### src/rtl/rstp_pkg.sv
package rstp_pkg;

  localparam int DUR_BITS = 20;
  localparam int WORD_BITS = 32;

  localparam logic [7:0] KEY_POL_HIGH = 8'hA5;
  localparam logic [7:0] KEY_POL_LOW  = 8'h5A;
  localparam logic [7:0] KEY_DRV_PP   = 8'hA8;
  localparam logic [7:0] KEY_DRV_OD   = 8'h8A;

  typedef struct packed {
    logic pol_high;
    logic push_pull;
  } drive_cfg_t;

  // Flag update from a key byte: set key, clear key, or hold.
  function automatic logic keyed_flag(input logic [7:0] key, input logic cur,
                                      input logic [7:0] set_key,
                                      input logic [7:0] clr_key);
    if (key == set_key) return 1'b1;
    if (key == clr_key) return 1'b0;
    return cur;
  endfunction

  // Pack the readback word; bits between the flags and the field are zero.
  function automatic logic [WORD_BITS-1:0] pack_word(input drive_cfg_t cfg,
                                                     input logic [DUR_BITS-1:0] dur);
    logic [WORD_BITS-1:0] w;
    w = '0;
    w[WORD_BITS-1] = cfg.pol_high;
    w[WORD_BITS-2] = cfg.push_pull;
    w[DUR_BITS-1:0] = dur;
    return w;
  endfunction

endpackage

### src/rtl/rstp_cfg_reg.sv
module rstp_cfg_reg
  import rstp_pkg::*;
#(
  parameter logic [DUR_BITS-1:0] DUR_RESET = 20'h000FF
) (
  input  logic                 clk,
  input  logic                 rst_n,
  input  logic                 wr_en,
  input  logic [WORD_BITS-1:0] wr_data,
  output logic [DUR_BITS-1:0]  dur_q,
  output drive_cfg_t           cfg_q,
  output logic                 pol_key_hit,
  output logic                 drv_key_hit
);

  localparam int KEY_LSB = WORD_BITS - 8;

  logic [7:0] key_byte;
  logic       unused_mid;
  drive_cfg_t cfg_next;

  assign key_byte   = wr_data[WORD_BITS-1:KEY_LSB];
  assign unused_mid = ^wr_data[KEY_LSB-1:DUR_BITS];

  assign pol_key_hit = wr_en && (key_byte == KEY_POL_HIGH || key_byte == KEY_POL_LOW);
  assign drv_key_hit = wr_en && (key_byte == KEY_DRV_PP || key_byte == KEY_DRV_OD);

  always_comb begin
    cfg_next.pol_high  = keyed_flag(key_byte, cfg_q.pol_high, KEY_POL_HIGH, KEY_POL_LOW);
    cfg_next.push_pull = keyed_flag(key_byte, cfg_q.push_pull, KEY_DRV_PP, KEY_DRV_OD);
  end

  always_ff @(posedge clk or negedge rst_n) begin
    if (!rst_n) begin
      dur_q <= DUR_RESET;
      cfg_q <= '0;
    end else if (wr_en) begin
      dur_q <= wr_data[DUR_BITS-1:0];
      cfg_q <= cfg_next;
    end
  end

endmodule

### src/rtl/rstp_width_timer.sv
module rstp_width_timer
  import rstp_pkg::*;
(
  input  logic                clk,
  input  logic                rst_n,
  input  logic                trigger,
  input  logic                tick,
  input  logic [DUR_BITS-1:0] dur,
  output logic                active,
  output logic                count_zero
);

  logic [DUR_BITS-1:0] remain;

  assign count_zero = (remain == '0);

  always_ff @(posedge clk or negedge rst_n) begin
    if (!rst_n) begin
      active <= 1'b0;
      remain <= '0;
    end else if (trigger) begin
      active <= 1'b1;
      remain <= dur;
    end else if (active && tick) begin
      if (count_zero) active <= 1'b0;
      else remain <= remain - 1'b1;
    end
  end

endmodule

### src/rtl/rstp_pad_drive.sv
module rstp_pad_drive
  import rstp_pkg::*;
(
  input  logic       active,
  input  drive_cfg_t cfg,
  output logic       pulse_out,
  output logic       pulse_oe
);

  assign pulse_out = active ? cfg.pol_high : ~cfg.pol_high;
  assign pulse_oe  = cfg.push_pull | active;

endmodule

### src/rtl/rstp_pulse_gen.sv
module rstp_pulse_gen
  import rstp_pkg::*;
#(
  parameter logic [DUR_BITS-1:0] DUR_RESET = 20'h000FF
) (
  input  logic        clk,
  input  logic        rst_n,
  input  logic        wr_en,
  input  logic [31:0] wr_data,
  output logic [31:0] rd_data,
  input  logic        trigger,
  input  logic        tick,
  output logic        pulse_out,
  output logic        pulse_oe
);

  logic [DUR_BITS-1:0] dur_q;
  drive_cfg_t          cfg_q;
  logic                pol_key_hit;
  logic                drv_key_hit;
  logic                pulse_active;
  logic                count_zero;

  rstp_cfg_reg #(.DUR_RESET(DUR_RESET)) u_cfg (
    .clk(clk), .rst_n(rst_n), .wr_en(wr_en), .wr_data(wr_data),
    .dur_q(dur_q), .cfg_q(cfg_q),
    .pol_key_hit(pol_key_hit), .drv_key_hit(drv_key_hit)
  );

  rstp_width_timer u_timer (
    .clk(clk), .rst_n(rst_n), .trigger(trigger), .tick(tick),
    .dur(dur_q), .active(pulse_active), .count_zero(count_zero)
  );

  rstp_pad_drive u_pad (
    .active(pulse_active), .cfg(cfg_q),
    .pulse_out(pulse_out), .pulse_oe(pulse_oe)
  );

  assign rd_data = pack_word(cfg_q, dur_q);

endmodule

### config.mk
export PLATFORM = sky130hd
export DESIGN_NAME = rstp_pulse_gen
export DESIGN_NICKNAME = d
export VERILOG_FILES = /design/src/rtl/rstp_pkg.sv /design/src/rtl/rstp_cfg_reg.sv /design/src/rtl/rstp_width_timer.sv /design/src/rtl/rstp_pad_drive.sv /design/src/rtl/rstp_pulse_gen.sv
export SDC_FILE = /design/constraint.sdc
export NUM_CORES = 1
export LEC_CHECK = 0
export BUFFER_PORTS_ARGS = -buffer_cell sky130_fd_sc_hd__buf_2
export CAP_MARGIN = 0
export CORE_UTILIZATION = 25
export CTS_CLUSTER_DIAMETER = 50
export DETAILED_ROUTE_END_ITERATION = 16
export GPL_ROUTABILITY_DRIVEN = 0
export PLACE_DENSITY_LB_ADDON = 0.1
export SLEW_MARGIN = 30
export SYNTH_ARGS = -nofsm -noshare
export SYNTH_HDL_FRONTEND = slang
export SYNTH_HIERARCHICAL = 1
export SYNTH_SLANG_ARGS = --single-unit
export TNS_END_PERCENT = 50
### constraint.sdc
create_clock -name clk -period 3.95 [get_ports clk]
set_clock_uncertainty 0.2 [all_clocks]
set_input_delay 0.9875 -clock clk [delete_from_list [all_inputs] [get_ports clk]]
set_output_delay 0.9875 -clock clk [all_outputs]
set_load 0.005 [all_outputs]
==> impl_metrics.env, run 1 <==
export IMPL_status="completed"
export IMPL_maxSlewHeadroom_pct=45.2
export IMPL_clock_sinks=43
export IMPL_min_period_over_period_pct=70.2
export IMPL_hold_class="flip-flop to flip-flop"
export IMPL_core_um2=9200
export IMPL_antenna_left=0
export IMPL_cts_hold_buf=0
export IMPL_cts_root_buf="clkbuf_8"
export IMPL_antennaDiodeCount=0
export IMPL_drive_gt1_share_pct=35.3
export IMPL_ff2ff_path_depth=4
export IMPL_num_vias=1979
export IMPL_cts_buffers=5
export IMPL_clock_path_buffers=2
export IMPL_finalMaxSlewViolations=0
export IMPL_finalSetupTns_ps=0
export IMPL_fin_crit_ps=2770
export IMPL_synth_warnings=6
export IMPL_path_max_fanout=29
export IMPL_whs_ps=320
export IMPL_numPortBuffers=56
export IMPL_setup_violations=0
export IMPL_synth_area_um2=2360
export IMPL_cp_slowest_cell="clkinv_1"
export IMPL_peakVddDrop_uv=125
export IMPL_grt_pass1_wl_um=9950
export IMPL_syn_to_final_growth_pct=18.2
export IMPL_slowest_delay_ps=770
export IMPL_worstSetupPathType="input port to flip-flop"
export IMPL_path_clk_slew_ps=80
export IMPL_grt_pass1_vias=1979
export IMPL_die_y_um=99.2
export IMPL_via_per_inst=5.02
export IMPL_core_rowCount=35
export IMPL_cts_setup_buffers=0
export IMPL_num_fill_cells=971
export IMPL_p_per_area_nw_per_um2=379
export IMPL_grt_max_degree=44
export IMPL_leakagePower_uw=0.00117
export IMPL_rsz0062_at_grt="false"
export IMPL_htreeDepth=2
export IMPL_min_path_cells=1
export IMPL_grt_usage_pct=12.8
export IMPL_clk_latency_ps=300
export IMPL_post_dp_hpwl_um=3910
export IMPL_cts_tree="yes"
export IMPL_worstPathArrival_ps=2750
export IMPL_fmax_ghz=0.361
export IMPL_drt_iter0_drc=78
export IMPL_tightest_slew_ps=817
export IMPL_hold_viol_final=0
export IMPL_initial_core_util_pct=25.7
export IMPL_ios=71
export IMPL_dieArea_um2=9840
export IMPL_end_kind="flip-flop"
export IMPL_routed_wl_um=5830
export IMPL_wl_per_cell_um=14.8
export IMPL_crit_chain="buf_2 -> clkinv_1 -> and3_1 -> a21oi_1 -> o41ai_1"
export IMPL_drtPass1Iterations=4
export IMPL_nets=321
export IMPL_synth_cells=231
export IMPL_start_kind="input port"
export IMPL_drc=0
export IMPL_antenna_found_initial=0
export IMPL_overflow=0
export IMPL_crit_required_ps=3930
export IMPL_maxCapViolCount=0
export IMPL_die_x_um=99.2
export IMPL_syn_area_per_cell_um2=10.2
export IMPL_ctsResizeCount=0
through the flow:
step,worst slack (ps),util (%),total power (uW),instances,cell area [um^2]
global placement,1150,29.2,747,386,2690
floorplan,1590,-,673,240,2390
finish,1180,30.3,1060,394,2790
CTS,1440,30.3,1080,394,2790
detailed placement,1100,29.3,748,386,2690
global route,966,30.3,1130,394,2790
layout make-up:
cell class / count / area (um^2) / share of cell area, %
tap: 111 / 139 / 4.98
inverter: 3 / 11.3 / 0.404
multi-input combinational: 173 / 1170 / 42.0
timing repair buffer: 56 / 283 / 10.1
sequential: 43 / 1090 / 38.9
clock buffer: 8 / 100 / 3.59
cells in the final DEF, fill, tap and decap left out, types with 2 or more instances in the layout:
| cell | instances |
|---|---|
| a21o_1 | 2 |
| a21oi_1 | 6 |
| a31oi_1 | 14 |
| and3_1 | 5 |
| and4_1 | 2 |
| buf_2 | 55 |
| clkbuf_8 | 7 |
| conb_1 | 10 |
| dfrtp_1 | 35 |
| dfstp_2 | 8 |
| ha_1 | 2 |
| inv_1 | 2 |
| mux2_2 | 20 |
| nand2_1 | 10 |
| nand2b_1 | 2 |
| nand3_1 | 10 |
| nand3b_1 | 2 |
| nand4_1 | 3 |
| nand4b_1 | 4 |
| nor2_1 | 20 |
| nor3_1 | 5 |
| nor4_1 | 4 |
| o21ai_0 | 8 |
| o31ai_1 | 9 |
| o41ai_1 | 5 |
| or3_2 | 2 |
| or4_1 | 7 |
report_power, final:
group          leakage [uW]  total [uW]  switching, uW  internal (uW)
Sequential         0.000491         554           57.1            497
Combinational      0.000628         182           91.5           90.3
Clock             0.0000515         321            161            160
routing by layer:
| metal | global-route usage (%) | part of all wire (%) |
|---|---|---|
| met1 | 16.2 | 46 |
| met2 | 21.8 | 48 |
| met3 | 2.46 | 4.0 |
| met4 | 4.41 | 1.1 |
| met5 | 0 | 0 |
final timing paths:
check                                                    from                        endpoint  slack [ps]
worst min-delay path               u_cfg/cfg_q[0]$_DFFE_PN0P_      u_cfg/cfg_q[0]$_DFFE_PN0P_         320
worst max register to register  u_timer/remain[4]$_DFFE_PN0P_  u_timer/remain[19]$_DFFE_PN0P_        1600
max in group asynchronous                               rst_n   u_timer/remain[1]$_DFFE_PN0P_        2670
worst max-delay path                                  trigger   u_timer/remain[2]$_DFFE_PN0P_        1180
worst min register to register     u_cfg/cfg_q[0]$_DFFE_PN0P_      u_cfg/cfg_q[0]$_DFFE_PN0P_         320
min in group asynchronous                               rst_n      u_cfg/dur_q[8]$_DFFE_PN0P_         480
sequential cells by signal, indices dropped and copies added, names as in the netlist:
name            cells
u_cfg/cfg_q         2
u_timer/remain     20
u_cfg/dur_q        20
u_timer/active      1
critical path, delay by kind of cell:
| kind | cells | cell delay [ps] |
|---|---|---|
| buffers and inverters | 2 | 1100 |
| and+or+nand+nor | 1 | 460 |
| AOI/OAI and AO/OA | 2 | 190 |
Power figures use the tool's default switching activity.
==> inputs of run 2 (changes only) <==
--- a/config.mk
+++ b/config.mk
@@ -5,6 +5,7 @@
 export SDC_FILE = /design/constraint.sdc
 export NUM_CORES = 1
 export LEC_CHECK = 0
+export ABC_AREA = 1
 export BUFFER_PORTS_ARGS = -buffer_cell sky130_fd_sc_hd__buf_2
 export CAP_MARGIN = 0
 export CORE_UTILIZATION = 25
==> constraint.sdc (replaced) <==
create_clock -name clk -period 2.45 [get_ports clk]
set_clock_uncertainty 0.2 [all_clocks]
set_input_delay 0.6125 -clock clk [delete_from_list [all_inputs] [get_ports clk]]
set_output_delay 0.6125 -clock clk [all_outputs]
set_load 0.005 [all_outputs]
==> impl_metrics.env, run 2 <==
export IMPL_num_fill_cells=1190
export IMPL_synth_area_um2=2700
export IMPL_cts_hold_buf=0
export IMPL_min_period_over_period_pct=78.2
export IMPL_antenna_left=0
export IMPL_cts_buffers=5
export IMPL_antenna_found_initial=0
export IMPL_use_met3_pct=2.10
export IMPL_r2r_start="u_timer/remain[0]$_DFFE_PN0P_"
export IMPL_start_kind="flip-flop"
export IMPL_maxCapViolCount=0
export IMPL_gr_usage_met1_pct=16.6
export IMPL_final_common_cell="nand2_1"
export IMPL_rsz0062_at_grt="false"
export IMPL_ff2ff_path_depth=8
export IMPL_path_clk_slew_ps=80
export IMPL_fin_crit_ps=1910
export IMPL_clock_path_buffers=2
export IMPL_grt_pass1_wl_um=11000
export IMPL_regToRegEndpoint="u_timer/remain[16]$_DFFE_PN0P_"
export IMPL_busiest_layer="met2"
export IMPL_setup_violations=0
export IMPL_drtPass1Iterations=4
export IMPL_setup_ws_ps=535
export IMPL_cp_endpoint="u_timer/remain[16]$_DFFE_PN0P_"
export IMPL_wl_per_cell_um=12.4
export IMPL_nets=423
export IMPL_ios=71
export IMPL_met2_usage_pct=21.1
export IMPL_placed_area_um2=3080
export IMPL_synth_cells=326
export IMPL_leakagePower_uw=0.00158
export IMPL_drc=0
export IMPL_fmax_ghz=0.522
export IMPL_post_dp_hpwl_um=4610
export IMPL_overflow=0
export IMPL_pre_cts_slack_ps=500
export IMPL_core_rowCount=37
export IMPL_synth_warnings=6
export IMPL_crit_required_ps=2430
export IMPL_numPortBuffers=56
export IMPL_hold_viol_final=0
export IMPL_worstSetupStartpoint="u_timer/remain[0]$_DFFE_PN0P_"
export IMPL_syn_area_per_cell_um2=8.27
export IMPL_via_per_inst=4.26
export IMPL_grt_usage_pct=12.6
export IMPL_cts_root_buf="clkbuf_8"
export IMPL_core_um2=10400
export IMPL_finalMaxSlewViolations=0
export IMPL_maxSlewHeadroom_pct=61.2
export IMPL_dieArea_um2=11200
export IMPL_final_area_um2=3150
export IMPL_whs_ps=207
export IMPL_num_vias=2216
export IMPL_reg2reg_slack_ps=540
export IMPL_clk_latency_ps=290
export IMPL_worstPathArrival_ps=1890
export IMPL_utilization_pct=30.4
export IMPL_peakVddDrop_uv=211
export IMPL_die_y_um=106
export IMPL_multiInputGateArea_um2=1400
export IMPL_register_area_um2=1090
export IMPL_p_per_area_nw_per_um2=570
export IMPL_ctsResizeCount=0
export IMPL_clock_sinks=43
export IMPL_final_cell_mix="nand2_1 (110), buf_2 (56), dfrtp_1 (35)"
export IMPL_end_kind="flip-flop"
export IMPL_grt_pass1_vias=2242
export IMPL_cts_tree="yes"
export IMPL_die_x_um=106
export IMPL_syn_to_final_growth_pct=16.9
export IMPL_finalSetupTns_ps=0
export IMPL_routed_wl_um=6420
export IMPL_drt_iter0_drc=58
export IMPL_tightest_slew_ps=581
export IMPL_antennaDiodeCount=0
export IMPL_grt_max_degree=44
export IMPL_largest_registers="u_cfg/dur_q: 20 flops, u_timer/remain: 20 flops, u_cfg/cfg_q: 2 flops"
export IMPL_path_max_fanout=8
export IMPL_htreeDepth=2
export IMPL_status="completed"
export IMPL_drive_gt1_share_pct=30.5
export IMPL_hold_class="input port to asynchronous set/reset pin"
export IMPL_initial_core_util_pct=26.0
export IMPL_cts_setup_buffers=0
export IMPL_worstSetupPathType="flip-flop to flip-flop"
==> run 2: changes by cell type in the layout (fill, tap and decap cells not counted), moves of 10 or more <==
cell and delta:
nand3_1 +19, mux2_2 -18, nand2_1 +100, mux2_4 +18, a31oi_1 -14, inv_1 +21
nor2_1 +10
==> run 2: how the worst min path moves through the flow <==
stage,end,cells after the start
CTS,u_timer/remain[10]$_DFFE_PN0P_,2
finish,u_cfg/cfg_q[1]$_DFFE_PN0P_,2
global route,u_timer/remain[5]$_DFFE_PN0P_,2
floorplan,u_cfg/cfg_q[0]$_DFFE_PN0P_,0
detailed placement,u_cfg/cfg_q[0]$_DFFE_PN0P_,2
global placement,u_cfg/cfg_q[0]$_DFFE_PN0P_,2
==> run 2: metal layers <==
layer / wire length (um) / up-vias
met4: 76 / 0
li1: - / 1133
met3: 232 / 8
met2: 3050 / 54
met5: 0 / -
met1: 3070 / 1021
==> run 2: area by class of cell <==
cell class / count / share of cell area (%)
timing repair buffer: 61 / 10.5
sequential: 43 / 34.4
clock buffer: 7 / 2.42
inverter: 23 / 2.74
multi-input combinational: 250 / 44.5
tap: 136 / 5.40
==> run 2: power breakdown <==
| group | internal, uW | switching [uW] | total (uW) |
|---|---|---|---|
| clock network | 197 | 229 | 426 |
| logic | 209 | 256 | 465 |
| registers | 809 | 96.7 | 906 |
==> run 2: worst max-delay path, cell delays in order (launching register included) <==
cell	delay [ps]
dfrtp_1	390
inv_1	120
ha_1	210
nand2_1	130
nor2_2	380
nand2_1	120
xnor2_1	130
nand2_1	60
nand3_1	60
==> run 2: metrics by stage <==
| step | total power [uW] | std cells |
|---|---|---|
| 2_1_floorplan | 1240 | 335 |
| 3_5_place_dp | 1400 | 513 |
| 4_1_cts | 1850 | 520 |
| 3_3_place_gp | 1390 | 513 |
| 6_report | 1800 | 520 |
| 5_1_grt | 1950 | 520 |
